**src/rtl/ckpt_pkg.sv**
```systemverilog
package ckpt_pkg;

    parameter int CK_PC_W  = 32;
    parameter int CK_CNT_W = 6;

    typedef enum logic [1:0] {
        SLOT_FREE   = 2'd0,
        SLOT_OPEN   = 2'd1,
        SLOT_CLOSED = 2'd2
    } slot_state_e;

    typedef struct packed {
        slot_state_e           state;
        logic [CK_PC_W-1:0]    pc;
        logic [CK_CNT_W-1:0]   cnt;
    } slot_t;

    // pending-count update; a decrement at zero is dropped
    function automatic logic [CK_CNT_W-1:0] next_count(
        input logic [CK_CNT_W-1:0] c,
        input logic                up,
        input logic                down
    );
        logic [CK_CNT_W-1:0] r;
        case ({up, down})
            2'b10:   r = c + 1'b1;
            2'b01:   r = (c == '0) ? c : c - 1'b1;
            default: r = c;
        endcase
        return r;
    endfunction

endpackage

```
**src/rtl/ckpt_slot.sv**
```systemverilog
module ckpt_slot
    import ckpt_pkg::*;
(
    input  logic               clk,
    input  logic               rst,
    input  logic               alloc_i,
    input  logic [CK_PC_W-1:0] alloc_pc_i,
    input  logic               close_i,
    input  logic               reopen_i,
    input  logic               squash_i,
    input  logic               release_i,
    input  logic               inc_i,
    input  logic               dec_i,
    output slot_t              slot_o
);

    slot_t cur;

    always_ff @(posedge clk) begin
        if (rst) begin
            cur.state <= SLOT_FREE;
            cur.pc    <= '0;
            cur.cnt   <= '0;
        end else if (squash_i || release_i) begin
            cur.state <= SLOT_FREE;
            cur.cnt   <= '0;
        end else if (reopen_i) begin
            cur.state <= SLOT_OPEN;
            cur.cnt   <= '0;
        end else if (alloc_i) begin
            cur.state <= SLOT_OPEN;
            cur.pc    <= alloc_pc_i;
            cur.cnt   <= inc_i ? CK_CNT_W'(1) : '0;
        end else begin
            if (close_i)
                cur.state <= SLOT_CLOSED;
            cur.cnt <= next_count(cur.cnt, inc_i, dec_i);
        end
    end

    assign slot_o = cur;


    alloc_free_chk: assert property (@(posedge clk) disable iff (rst)
        alloc_i |-> (cur.state == SLOT_FREE));


    cnt_wrap_chk: assert property (@(posedge clk) disable iff (rst)
        (inc_i && !dec_i && cur.state != SLOT_FREE) |-> (cur.cnt != '1));

endmodule

```
**src/rtl/ckpt_ring.sv**
```systemverilog
module ckpt_ring #(
    parameter int DEPTH = 8,
    parameter int IDX_W = $clog2(DEPTH)
) (
    input  logic             clk,
    input  logic             rst,
    input  logic             push_i,
    input  logic             pop_i,
    input  logic             rollback_i,
    input  logic [IDX_W-1:0] rb_idx_i,
    output logic [IDX_W-1:0] head_o,
    output logic [IDX_W-1:0] tail_o,
    output logic             full_o,
    output logic             empty_o
);

    localparam int OCC_W = IDX_W + 1;

    logic [IDX_W-1:0] head_q, tail_q;
    logic [OCC_W-1:0] occ_q;
    logic [IDX_W-1:0] rb_age;

    assign rb_age = rb_idx_i - head_q;

    always_ff @(posedge clk) begin
        if (rst) begin
            head_q <= '0;
            tail_q <= '0;
            occ_q  <= '0;
        end else if (rollback_i) begin
            tail_q <= rb_idx_i + 1'b1;
            occ_q  <= {1'b0, rb_age} + 1'b1;
        end else begin
            if (push_i) tail_q <= tail_q + 1'b1;
            if (pop_i)  head_q <= head_q + 1'b1;
            occ_q <= occ_q + OCC_W'(push_i) - OCC_W'(pop_i);
        end
    end

    assign head_o  = head_q;
    assign tail_o  = tail_q;
    assign full_o  = (occ_q == OCC_W'(DEPTH));
    assign empty_o = (occ_q == '0);


    occ_bound_chk: assert property (@(posedge clk) disable iff (rst)
        occ_q <= OCC_W'(DEPTH));


    push_full_chk: assert property (@(posedge clk) disable iff (rst)
        push_i |-> !full_o);


    rb_shrink_chk: assert property (@(posedge clk) disable iff (rst)
        rollback_i |=> (occ_q <= $past(occ_q)) && (occ_q != '0));

endmodule

```
**src/rtl/gang_ckpt_table.sv**
```systemverilog
module gang_ckpt_table
    import ckpt_pkg::*;
#(
    parameter int NUM_CKPT = 8,
    parameter int IDX_W    = $clog2(NUM_CKPT)
) (
    input  logic               clk,
    input  logic               rst,
    input  logic               open_req,
    input  logic [CK_PC_W-1:0] open_pc,
    input  logic               disp_valid,
    input  logic               cmpl_valid,
    input  logic [IDX_W-1:0]   cmpl_tag,
    input  logic               fault_valid,
    input  logic [IDX_W-1:0]   fault_tag,
    output logic               full,
    output logic [IDX_W-1:0]   disp_tag,
    output logic               alloc_valid,
    output logic [IDX_W-1:0]   alloc_idx,
    output logic               commit_valid,
    output logic [IDX_W-1:0]   commit_idx,
    output logic [CK_PC_W-1:0] commit_pc,
    output logic               restore_valid,
    output logic [IDX_W-1:0]   restore_idx,
    output logic [CK_PC_W-1:0] restore_pc
);

    slot_t            slots [NUM_CKPT];
    logic [IDX_W-1:0] head, tail, youngest, f_age;
    logic             ring_full, ring_empty;
    logic             rb_ok, do_open, disp_ok, cmpl_ok, commit_ok;

    logic [NUM_CKPT-1:0] sl_alloc, sl_close, sl_reopen, sl_squash;
    logic [NUM_CKPT-1:0] sl_release, sl_inc, sl_dec, open_vec;

    ckpt_ring #(.DEPTH(NUM_CKPT), .IDX_W(IDX_W)) u_ring (
        .clk        (clk),
        .rst        (rst),
        .push_i     (do_open),
        .pop_i      (commit_ok),
        .rollback_i (rb_ok),
        .rb_idx_i   (fault_tag),
        .head_o     (head),
        .tail_o     (tail),
        .full_o     (ring_full),
        .empty_o    (ring_empty)
    );

    assign youngest  = tail - 1'b1;
    assign f_age     = fault_tag - head;
    assign rb_ok     = fault_valid && (slots[fault_tag].state != SLOT_FREE);
    assign do_open   = open_req && !ring_full && !rb_ok;
    assign disp_tag  = (open_req && !ring_full) ? tail : youngest;
    assign disp_ok   = disp_valid && !rb_ok &&
                       (do_open || (!open_req && !ring_empty));
    assign cmpl_ok   = cmpl_valid && !rb_ok &&
                       (slots[cmpl_tag].state != SLOT_FREE);
    assign commit_ok = !rb_ok && (slots[head].state == SLOT_CLOSED) &&
                       (slots[head].cnt == '0);
    assign full      = ring_full;

    for (genvar i = 0; i < NUM_CKPT; i++) begin : g_slot
        logic [IDX_W-1:0] age;
        logic             live;
        assign age  = IDX_W'(i) - head;
        assign live = (slots[i].state != SLOT_FREE);

        assign sl_alloc[i]   = do_open && (tail == IDX_W'(i));
        assign sl_close[i]   = do_open && !ring_empty && (youngest == IDX_W'(i));
        assign sl_reopen[i]  = rb_ok && (fault_tag == IDX_W'(i));
        assign sl_squash[i]  = rb_ok && live && (age > f_age);
        assign sl_release[i] = commit_ok && (head == IDX_W'(i));
        assign sl_inc[i]     = disp_ok && (disp_tag == IDX_W'(i));
        assign sl_dec[i]     = cmpl_ok && (cmpl_tag == IDX_W'(i));
        assign open_vec[i]   = (slots[i].state == SLOT_OPEN);

        ckpt_slot u_slot (
            .clk        (clk),
            .rst        (rst),
            .alloc_i    (sl_alloc[i]),
            .alloc_pc_i (open_pc),
            .close_i    (sl_close[i]),
            .reopen_i   (sl_reopen[i]),
            .squash_i   (sl_squash[i]),
            .release_i  (sl_release[i]),
            .inc_i      (sl_inc[i]),
            .dec_i      (sl_dec[i]),
            .slot_o     (slots[i])
        );
    end

    always_ff @(posedge clk) begin
        if (rst) begin
            alloc_valid   <= 1'b0;
            alloc_idx     <= '0;
            commit_valid  <= 1'b0;
            commit_idx    <= '0;
            commit_pc     <= '0;
            restore_valid <= 1'b0;
            restore_idx   <= '0;
            restore_pc    <= '0;
        end else begin
            alloc_valid   <= do_open;
            alloc_idx     <= tail;
            commit_valid  <= commit_ok;
            commit_idx    <= head;
            commit_pc     <= slots[head].pc;
            restore_valid <= rb_ok;
            restore_idx   <= fault_tag;
            restore_pc    <= slots[fault_tag].pc;
        end
    end


    commit_restore_excl_chk: assert property (@(posedge clk) disable iff (rst)
        !(commit_valid && restore_valid));


    single_open_chk: assert property (@(posedge clk) disable iff (rst)
        $onehot0(open_vec));


    restore_cause_chk: assert property (@(posedge clk) disable iff (rst)
        restore_valid |-> $past(fault_valid));


    alloc_room_chk: assert property (@(posedge clk) disable iff (rst)
        alloc_valid |-> !$past(full));

endmodule

```
**config.mk**
```make
export PLATFORM = sky130hd
export DESIGN_NAME = gang_ckpt_table
export DESIGN_NICKNAME = d
export VERILOG_FILES = /design/src/rtl/ckpt_pkg.sv /design/src/rtl/ckpt_slot.sv /design/src/rtl/ckpt_ring.sv /design/src/rtl/gang_ckpt_table.sv
export SDC_FILE = /design/constraint.sdc
export NUM_CORES = 1
export LEC_CHECK = 0
export BUFFER_PORTS_ARGS = -buffer_cell sky130_fd_sc_hd__buf_4
export CELL_PAD_IN_SITES_DETAIL_PLACEMENT = 1
export CELL_PAD_IN_SITES_GLOBAL_PLACEMENT = 1
export CORE_AREA = 5 5 238 240
export CTS_CLUSTER_SIZE = 12
export DETAILED_ROUTE_END_ITERATION = 7
export DIE_AREA = 0 0 243 245
export GPL_ROUTABILITY_DRIVEN = 0
export PLACE_DENSITY_LB_ADDON = 0.3
export SYNTH_ARGS = -nofsm -noshare
export SYNTH_HDL_FRONTEND = slang
export SYNTH_HIERARCHICAL = 1
export SYNTH_SLANG_ARGS = --single-unit
```
**constraint.sdc**
```tcl
create_clock -name clk -period 5.3 [get_ports clk]
set_clock_uncertainty 0.1 [all_clocks]
set_input_delay 0.53 -clock clk [delete_from_list [all_inputs] [get_ports clk]]
set_output_delay 0.53 -clock clk [all_outputs]
set_load 0.005 [all_outputs]
```
# After elaboration in Yosys (flattened, before gate mapping)
# Cells that the tools add are included.
# Widths: inputs -> output; s select.
word_totals:
  mem_count: 0
  word_cells: 415
  regBits: 406
  mem_bits_rw: 0
  input_bits: 44
  output_inout_bits: 80
  latch_bits: 0
  mem_bits_ro: 0
classes:
  bitwise_logic: 20
  order_cmp: 11
  mux: 69
  eq_ne: 68
  addsub: 32
  n_shift: 0
  div_mod_pow: 0
  n_reduce_logical: 172
  n_mul: 0
ops:
  columns: ["cell", "n"]
  rows:
  - ["$bmux 40 s3", 3]
  - ["$mux 40", 6]
  - ["$mux 6", 16]
  - ["$pmux 6 s2", 8]
  - ["$logic_and 1x1->1", 75]
  - ["$eq 3x3->1 const B", 24]
  - ["$logic_not 6->1", 9]
  - ["$add 6x1->6 const B", 8]
  - ["$reduce_bool 3->1", 16]
  - ["$sub 6x1->6 const B", 8]
  - ["$eq 3x2->1 const B", 12]
  - ["$mux 1", 32]
  - ["$reduce_or 4->1", 8]
  - ["$gt 3x3->1", 8]
  - ["$ne 3x2->1 const B", 8]
  - ["$reduce_and 3->1", 8]
  - ["$reduce_or 3->1", 8]
  - ["$reduce_bool 2->1", 11]
  - ["$eq 2x2->1 const B", 9]
  - ["$eq 3x1->1 const B", 6]
  - ["$logic_not 3->1", 6]
  - ["$reduce_and 2->1", 9]
  - ["$not 1->1", 17]
  - ["$eq 2x1->1 const B", 8]
  - ["18 further kinds", 49]

# Longest topological paths before layout
# Gate-level depths: netlist of run 1.
depth:
  word_depth: 14
  mapped_depth: 18

# By module
# The synthesis of run 1 kept the hierarchy.
modules_own_cells:
  columns: ["mod", "area_per_inst_um2", "seq_area_each_um2", "cells_per_inst", "instances"]
  rows:
  - ["ckpt_slot", 1715.4, 800.8, 212, 8]
  - ["gang_ckpt_table", 6955.4, 1521.5, 642, 1]
  - ["ckpt_ring", 770.7, 200.2, 84, 1]

# Worst setup path after synthesis of run 1
# OpenSTA, ideal clock, no wires.
synth_path:
  kind: "input-to-reg"
  startpoint: "input fault_tag[0]"
  endpoint: "register g_slot[7].u_slot.cur (netlist bit g_slot[7].u_slot/slot_o[10])"
  required_ns: 5.130
  path_stages: 17
  setup_slack_ns: 0.899
  path_buffers: 5
  t_arrival_ns: 4.230
  path_cell_list: "clkbuf_1 -> buf_2 -> buf_2 -> inv_1 -> ha_1 -> inv_1 -> fa_1 -> inv_1 -> ha_1 -> a21oi_1 -> nor2_1 -> a2111oi_0 -> or4_1 -> clkbuf_1 -> clkbuf_1 -> nand2_1 -> a21oi_1"
synth_rtl:
  columns: ["element", "line", "source"]
  rows:
  - ["start: declaration", "gang_ckpt_table.sv:15", "input logic [IDX_W-1:0] fault_tag,"]
  - ["$not 3->4 (implied by the code)", "gang_ckpt_table.sv:51", "assign rb_ok = fault_valid && (slots[fault_tag].state != SLOT_FREE);"]
  - ["$bmux 40 s3", "gang_ckpt_table.sv:51", null]
  - ["$mux 40 (2 in series)", null, null]
  - ["$reduce_bool 2->1", "gang_ckpt_table.sv:51", null]
  - ["$logic_and 1x1->1", "gang_ckpt_table.sv:51", null]
  - ["$logic_and 1x1->1", "gang_ckpt_table.sv:71", "assign sl_squash[i] = rb_ok && live && (age > f_age);"]
  - ["$logic_and 1x1->1 (*)", "gang_ckpt_table.sv:71", null]
  - ["via sl_squash[7]", "gang_ckpt_table.sv:33", "logic [NUM_CKPT-1:0] sl_alloc, sl_close, sl_reopen, sl_squash;"]
  - ["$logic_or 1x1->1 (*)", "ckpt_slot.sv:24", "end else if (squash_i || release_i) begin"]
  - ["$not 1->1 (no source line) (*)", null, null]
  - ["$reduce_and 3->1 (no source line) (*)", null, null]
  - ["end: declaration", "ckpt_slot.sv:17", "slot_t cur;"]
# The timed path passes the listed nets; every way through them passes the cells marked *. The select of a mux whose other input is x is not followed.
# A chain may end at the register's enable or synchronous reset.

# Final worst setup path of run 1
layout_path:
  startpoint: "register u_ring.head_q[1], in the netlist u_ring/head_o[1]"
  endpoint: "register g_slot[0].u_slot.cur (netlist bit g_slot[0].u_slot/slot_o[13])"
layout_rtl:
  columns: ["element", "line", "source"]
  rows:
  - ["start: declaration", "ckpt_ring.sv:19", "logic [IDX_W-1:0] head_q, tail_q;"]
  - ["start signal: assignment", "ckpt_ring.sv:35", "if (pop_i) head_q <= head_q + 1'b1;"]
  - ["$sub 1x3->3 or $sub 3x3->3 (tied branches)", "gang_ckpt_table.sv:65, gang_ckpt_table.sv:50", null]
  - ["$gt 3x3->1 (*)", "gang_ckpt_table.sv:71", null]
  - ["$logic_and 1x1->1 (*)", "gang_ckpt_table.sv:71", null]
  - ["via sl_squash[0]", "gang_ckpt_table.sv:33", null]
  - ["$logic_or 1x1->1 (*)", "ckpt_slot.sv:24", null]
  - ["$not 1->1 (no source line) (*)", null, null]
  - ["$reduce_and 3->1 (no source line) (*)", null, null]
  - ["end: declaration", "ckpt_slot.sv:17", null]
# Marked as above.

==> qor.csv, run 1 <==
stage,metric,value,unit
route,final wirelength,71390,µm
cts,Longest Clk Path Bufs,3,
route,vias,18670,
placement,port bufs,123,
worst_setup_path,worst path arrival time,4840,ps
status,status,finished clean,
final_layout,Reg area,0.008137,mm²
cts,Sink Count,406,
power,Switch Pwr,2.246,mW
worst_setup_path,R2R depth,12,
sta,Hold WS,120.4,ps
sta,relative slew slack,0.2250,
synth,dominant cell type by area after synthesis,dfxtp_1,
worst_setup_path,Critical Path Source,u_ring/head_o[1],
synth,synth top area cells,"dfxtp_1 (38%), mux4_2 (14%), nand2_1 (11%)",
synth,Mapped Area,0.02145,mm²
worst_setup_path,most frequent CP cell,inv_1,
placement,dpl ws,740.0,ps
worst_setup_path,critical path type,flip-flop to flip-flop,
route,DR pass1 iterations,5,
final_layout,post-route cell area,0.02454,mm²
global_route,gr usage total,0.2327,
route,initial DRC count,1239,
cts,H-tree depth,2,
sta,crit share post-route,0.8340,
sta,setup TNS,0,ps
sta,max-slew violations,0,
power,Reg power frac,0.424,
worst_setup_path,largest incremental delay on the critical path,650,ps
route,met3 WL,3236,µm
global_route,first-pass GRT wire length,111600,µm
synth,synthesized area per cell,8.856,µm²
cts,setup bufs post-CTS,0,
route,ANT nets after route,0,
cts,CTS Buf Count,48,
flow_run,Max-cap violations,0,
floorplan,I/O Pins,124,
floorplan,core area,0.05445,mm²
worst_setup_path,CP startpoint kind,flip-flop,
power,clock share of power,0.414,
min_path,Cells on Worst Hold Path,3,
placement,placed cell areas,0.02300,mm²
power,Power Density,318.3,mW/mm²
route,Vias per Instance,5.810,
worst_setup_path,"Req. time, crit path",5710,ps
route,highest routed layer,met5,
power,Total Power,7.811,mW
final_layout,Final Util,0.4507,
final_layout,fill count,6356,
cts,Clock Latency Late Sink,610,ps
floorplan,Die ar.,0.05954,mm²
sta,f_max,226.2,MHz
placement,DP HPWL,44940,µm
min_path,hold path start,open_pc[7],
worst_setup_path,"critical path, cell by cell",inv_1 > fa_1 > xor2_1 > xnor2_1 > ha_1 > inv_1 > a22oi_1 > nor3_1 > or4_1 > buf_4 > nand2_1 > a21oi_1,
cts,CTS Hold Bufs,0,
sta,worst slew pin tran,1161,ps
synth,#FFs+latches synth,406,
final_layout,synth-to-layout area growth,14.40,%
final_layout,# nets final,2575,
synth,post-synth top area share,0.3789,
synth,Post-synth ARST share,0,
worst_setup_path,worst path bufs/invs,3,
cts,Clock Pin Slew Worst Setup and Hold Paths,60,ps
route,met2 WL post-DR,35330,µm
final_layout,most common library cell in the layout ignoring fill and taps,nand2_1,
worst_setup_path,"CP delay by family, top",simple AND/OR/NAND/NOR gates,
global_route,gr ovfl total,0,
sta,Final min period,4420,ps
power,P_int,5.564,mW
final_layout,post-route insts no fill,3213,
final_layout,multi-input logic area,0.01241,mm²
worst_setup_path,RR Startpoint,u_ring/head_o[1],
route,met1 wire length,30380,µm
worst_setup_path,CP max-delay cell,dfxtp_4,
synth,Post-synth EDFFs,0,
sta,Setup-failing EPs final,0,
synth,yosys synthesis warning count,6,
worst_setup_path,Crit. End Element,flip-flop,
route,DRC viols,0,
placement,Placed Cells incl. Taps,3127,
global_route,antenna violations before repair,5,
power,Comb pwr share,0.162,
power,Net Sw Frac,0.2876,
worst_setup_path,Crit path depth,12,
cts,CTS tree,built,
sta,final hold violations,0,
floorplan,Starting Density,0.3939,
power,Worst VDD drop,0.0002470,V
cts,Root Driver,clkbuf_16,
floorplan,die width,243,µm
final_layout,share of layout cells above drive strength 1,0.1898,
synth,Synth cell types,69,
global_route,vias in the first global route,19820,
synth,Syn Inst Count,2422,
floorplan,DIE HEIGHT,245,µm
route,routed length per placed instance,22.22,µm
power,P_leak,8.957,nW
final_layout,most frequent cells in the layout,"nand2_1 (637), dfxtp_1 (403), a21oi_1 (323), buf_4 (169), nor2_1 (144)",
sta,post-layout worst setup margin,879.9,ps
floorplan,cell row count,86,
min_path,Hold Crit Class,input pin to flip-flop,
synth,post-synthesis sequential area ratio,0.3789,
worst_setup_path,top fanout value on the critical path,27,
global_route,largest net degree at the start of global routing,185,
sta,RSZ-0062 raised after global routing,no,
synth,Syn Nets,2524,
cts,number of gates resized after CTS,0,
synth,Most used DFF post-synth,dfxtp_1,
-- synthesized netlist by cell type (all sizes together) (19+ instances only) --
| cell | instances |
|---|---|
| nor4 | 37 |
| clkbuf | 138 |
| ha | 55 |
| a21o | 20 |
| buf | 33 |
| inv | 67 |
| a21oi | 339 |
| mux4 | 130 |
| o21ai | 22 |
| nor3 | 40 |
| nand2 | 637 |
| or4 | 19 |
| dfxtp | 406 |
| xor2 | 23 |
| mux2i | 51 |
| nor2 | 160 |
-- final cells by class --
class,count,area share
antenna,1,0.0001020
clock buffer,73,0.05731
clock inverter,12,0.005303
inverter,67,0.01025
multi-input combinational,1778,0.5056
sequential,406,0.3316
tap,704,0.03590
timing repair buffer,172,0.05395
-- metal layers --
| metal | track usage | vias to the layer above |
|---|---|---|
| li1 | - | 8593 |
| met4 | 0.08328 | 6 |
| met1 | 0.2936 | 9486 |
| met5 | 0 | - |
| met3 | 0.03169 | 152 |
| met2 | 0.4098 | 431 |
-- cell families after synthesis --
kind of cell / count (synthesis) / share of synthesized area
XOR/XNOR: 39 / 0.01628
AND/OR/NAND/NOR: 994 / 0.2144
multiplexers: 183 / 0.1613
flip-flops: 406 / 0.3789
buffers and inverters: 238 / 0.04597
adder cells (fa/ha/maj): 58 / 0.03488
AO/OA/AOI/OAI: 504 / 0.1482
-- power groups by stage --
stage          combinational, mW  clock (mW)  sequential, mW
6_report                    1.26        3.23            3.31
3_5_place_dp                1.25           0            3.38
3_3_place_gp                1.21           0            3.36
5_1_grt                     1.37        3.44            3.33
4_1_cts                     1.27        3.31            3.31
2_1_floorplan              0.785           0            3.34
-- worst paths after layout --
| path | to | slack (ps) |
|---|---|---|
| worst max register to register | g_slot[0].u_slot/slot_o[13] | 880 |
| worst min-delay path | g_slot[7].u_slot/slot_o[13] | 120 |
| worst max-delay path | g_slot[0].u_slot/slot_o[13] | 880 |
| worst min register to register | g_slot[5].u_slot/slot_o[22] | 370 |
-- worst register-to-register path: cells and delay by family, from the launching register on --
| family | cells | cell delay [ps] |
|---|---|---|
| compound gates | 2 | 260 |
| xor+xnor | 2 | 700 |
| fa+ha+maj | 2 | 890 |
| buf+inv | 3 | 780 |
| flops | 1 | 650 |
| simple gates | 3 | 960 |
-- registers in the layout, summed over array words and instances, names as in the netlist --
| signal | flops |
|---|---|
| g_slot.u_slot/slot_o | 320 |
| commit_pc | 32 |
| restore_pc | 32 |
| u_ring/occ_q | 4 |
| alloc_idx | 3 |
| commit_idx | 3 |
| restore_idx | 3 |
| u_ring/head_o | 3 |
| u_ring/tail_o | 3 |
| alloc_valid | 1 |
| commit_valid | 1 |
| restore_valid | 1 |
(Power assumes the default switching activity.)
==> run 2: changes to the inputs <==
==> constraint.sdc (replaced) <==
create_clock -name clk -period 3.9 [get_ports clk]
set_clock_uncertainty 0.1 [all_clocks]
set_input_delay 0.39 -clock clk [delete_from_list [all_inputs] [get_ports clk]]
set_output_delay 0.39 -clock clk [all_outputs]
set_load 0.005 [all_outputs]
==> run 2 against run 1 <==
  * Die area unchanged
  * Sequential power increased by 36%
  * Largest power group is now the clock network
  * Clock-buffer cell count increased by 2
  * Hold slack got worse by 6.0 ps
  * Via count increased by 2.7%
  * Wire length increased by 6.1%
  * Sequential cell count unchanged
  * Critical endpoint is now g_slot[5].u_slot/slot_o[5]
  * Highest routed layer is now met4
  * Critical path type unchanged
  * Non-clock buffer count increased by 72
==> qor.csv, run 2 (synthesized netlist as in run 1, its figures left out) <==
stage,metric,value,unit,change
min_path,Hold Crit Class,input pin to flip-flop,,unchanged
final_layout,most frequent cells in the layout,"nand2_1 (637), dfxtp_1 (403), a21oi_1 (323), buf_4 (194), nor2_1 (141)",,"was nand2_1 (637), dfxtp_1 (403), a21oi_1 (323), buf_4 (169), nor2_1 (144)"
cts,CTS tree,built,,unchanged
power,Power Density,436.7,mW/mm²,was 318.3 mW/mm²
power,Worst VDD drop,0.0003048,V,was 0.0002470 V
status,status,finished clean,,unchanged
floorplan,core area,0.05445,mm²,unchanged
global_route,first-pass GRT wire length,117500,µm,was 111600 µm
final_layout,fill count,6250,,was 6356
final_layout,synth-to-layout area growth,19.27,%,was 14.40%
cts,Longest Clk Path Bufs,3,,unchanged
worst_setup_path,top fanout value on the critical path,8,,was 27
global_route,gr usage total,0.2466,,was 0.2327
worst_setup_path,worst path arrival time,4210,ps,was 4840 ps
route,DR pass1 iterations,5,,unchanged
placement,Placed Cells incl. Taps,3165,,was 3127
cts,Clock Pin Slew Worst Setup and Hold Paths,60,ps,about the same
floorplan,DIE HEIGHT,245,µm,unchanged
route,met1 wire length,31100,µm,was 30380 µm
sta,f_max,266.5,MHz,was 226.2 MHz
power,P_leak,9.458,nW,was 8.957 nW
floorplan,Die ar.,0.05954,mm²,unchanged
floorplan,die width,243,µm,unchanged
cts,Root Driver,clkbuf_16,,unchanged
route,final wirelength,75730,µm,was 71390 µm
route,DRC viols,0,,unchanged
route,initial DRC count,1211,,was 1239
sta,Hold WS,114.4,ps,was 120.4 ps
worst_setup_path,CP startpoint kind,flip-flop,,unchanged
placement,DP HPWL,47390,µm,was 44940 µm
cts,Clock Latency Late Sink,610,ps,about the same
sta,final hold violations,0,,unchanged
cts,H-tree depth,2,,unchanged
final_layout,post-route cell area,0.02558,mm²,was 0.02454 mm²
flow_run,Max-cap violations,0,,unchanged
worst_setup_path,R2R depth,13,,was 12
global_route,largest net degree at the start of global routing,139,,was 185
sta,Final min period,3753,ps,was 4420 ps
sta,setup TNS,0,ps,unchanged
global_route,vias in the first global route,20260,,was 19.82k
final_layout,most common library cell in the layout ignoring fill and taps,nand2_1,,unchanged
sta,relative slew slack,0.3153,,was 0.2250
final_layout,post-route insts no fill,3286,,was 3213
worst_setup_path,Crit. End Element,flip-flop,,unchanged
route,met2 WL post-DR,38080,µm,was 35330 µm
placement,port bufs,123,,unchanged
route,ANT nets after route,0,,unchanged
route,routed length per placed instance,23.04,µm,was 22.22 µm
global_route,gr ovfl total,0,,unchanged
floorplan,Starting Density,0.3939,,unchanged
final_layout,max reg flops,320,,unchanged
sta,RSZ-0062 raised after global routing,yes,,was no
worst_setup_path,"Req. time, crit path",4360,ps,was 5710 ps
route,vias,19180,,was 18.67k
cts,CTS Buf Count,48,,unchanged
final_layout,# nets final,2647,,was 2575
floorplan,cell row count,86,,unchanged
cts,Sink Count,406,,unchanged
global_route,antenna violations before repair,3,,was 5
worst_setup_path,critical path type,flip-flop to flip-flop,,unchanged
min_path,Cells on Worst Hold Path,2,,was 3
power,Total Power,11.17,mW,was 7.811 mW
placement,placed cell areas,0.02350,mm²,was 0.02300 mm²
sta,Setup-failing EPs final,0,,unchanged
final_layout,share of layout cells above drive strength 1,0.2074,,was 0.1898
sta,worst slew pin tran,1027,ps,was 1161 ps
route,highest routed layer,met4,,was met5
sta,crit share post-route,0.9623,,was 0.8340
floorplan,I/O Pins,124,,unchanged
route,Vias per Instance,5.835,,was 5.810
route,met3 WL,4118,µm,was 3236 µm
sta,max-slew violations,0,,unchanged
-- run 2: changes by cell type in the layout (fill, tap and decap cells not counted), sizes merged --
cell	before	now
buf	172	212
dlygate4sd3	0	32
bufinv	1	4
clkinv	9	6
clkbuf	73	75
clkinvlp	2	0
diode	1	2
-- run 2: final cells by class --
class	count	area, µm²	share of cell area
Clock buffer	75	1504	0.05879
Tap cell	704	880.8	0.03443
Inverter	67	251.5	0.009830
Antenna cell	2	5.005	0.0001956
Multi-Input combinational cell	1778	12490	0.4881
Clock inverter	10	186.4	0.007287
Timing Repair Buffer	244	2132	0.08334
Sequential cell	406	8137	0.3180
-- run 2: critical path, cell delays in order (launching register included) --
cell      delay, ps
dfxtp_1         320
or2_1           280
mux4_2          530
o221ai_4        290
o211ai_4        210
nor4_1          490
nand2b_2        250
inv_1           180
ha_1            290
nor3_1          220
nor2_1           70
o41ai_2          80
mux2i_1         240
o211a_1         150
-- run 2: repair_timing --
action                     in CTS  in global routing
gates cloned                    0                  0
pin swaps                       0                  1
buffers inserted                0                  2
hold buffers                   32                  0
setup endpoints to repair       3                 16
resized for setup               1                  9
hold endpoints to repair      252                  0
-- run 2: per-layer routing --
metal / vias up / GRT usage
li1: 8732 / -
met2: 576 / 0.4303
met5: - / 0
met4: 0 / 0.09463
met3: 137 / 0.03593
met1: 9730 / 0.3103
-- run 2: final timing paths --
kind / startpoint / end / slack (ps)
setup / recovery: g_slot[3].u_slot/slot_o[38] / g_slot[5].u_slot/slot_o[5] / 150
hold / removal: fault_tag[2] / restore_idx[2] / 110
setup reg to reg: g_slot[3].u_slot/slot_o[38] / g_slot[5].u_slot/slot_o[5] / 150
hold reg to reg: g_slot[2].u_slot/slot_o[30] / g_slot[2].u_slot/slot_o[30] / 370
-- run 2: power by group --
group / leakage (nW) / internal, mW / switching (mW)
clock network: 0.833 / 2.91 / 1.89
registers: 3.28 / 4.35 / 0.148
logic: 5.34 / 0.749 / 1.13
-- run 2: through the flow --
| step | worst slack (ps) | util |
|---|---|---|
| 4_1_cts | 43.25 | 0.4687 |
| 6_report | 147.1 | 0.4699 |
| 5_1_grt | -31.57 | 0.4698 |
| 2_1_floorplan | 58.05 | - |
| 3_5_place_dp | -38.89 | 0.4316 |
| 3_3_place_gp | 80.86 | 0.4316 |
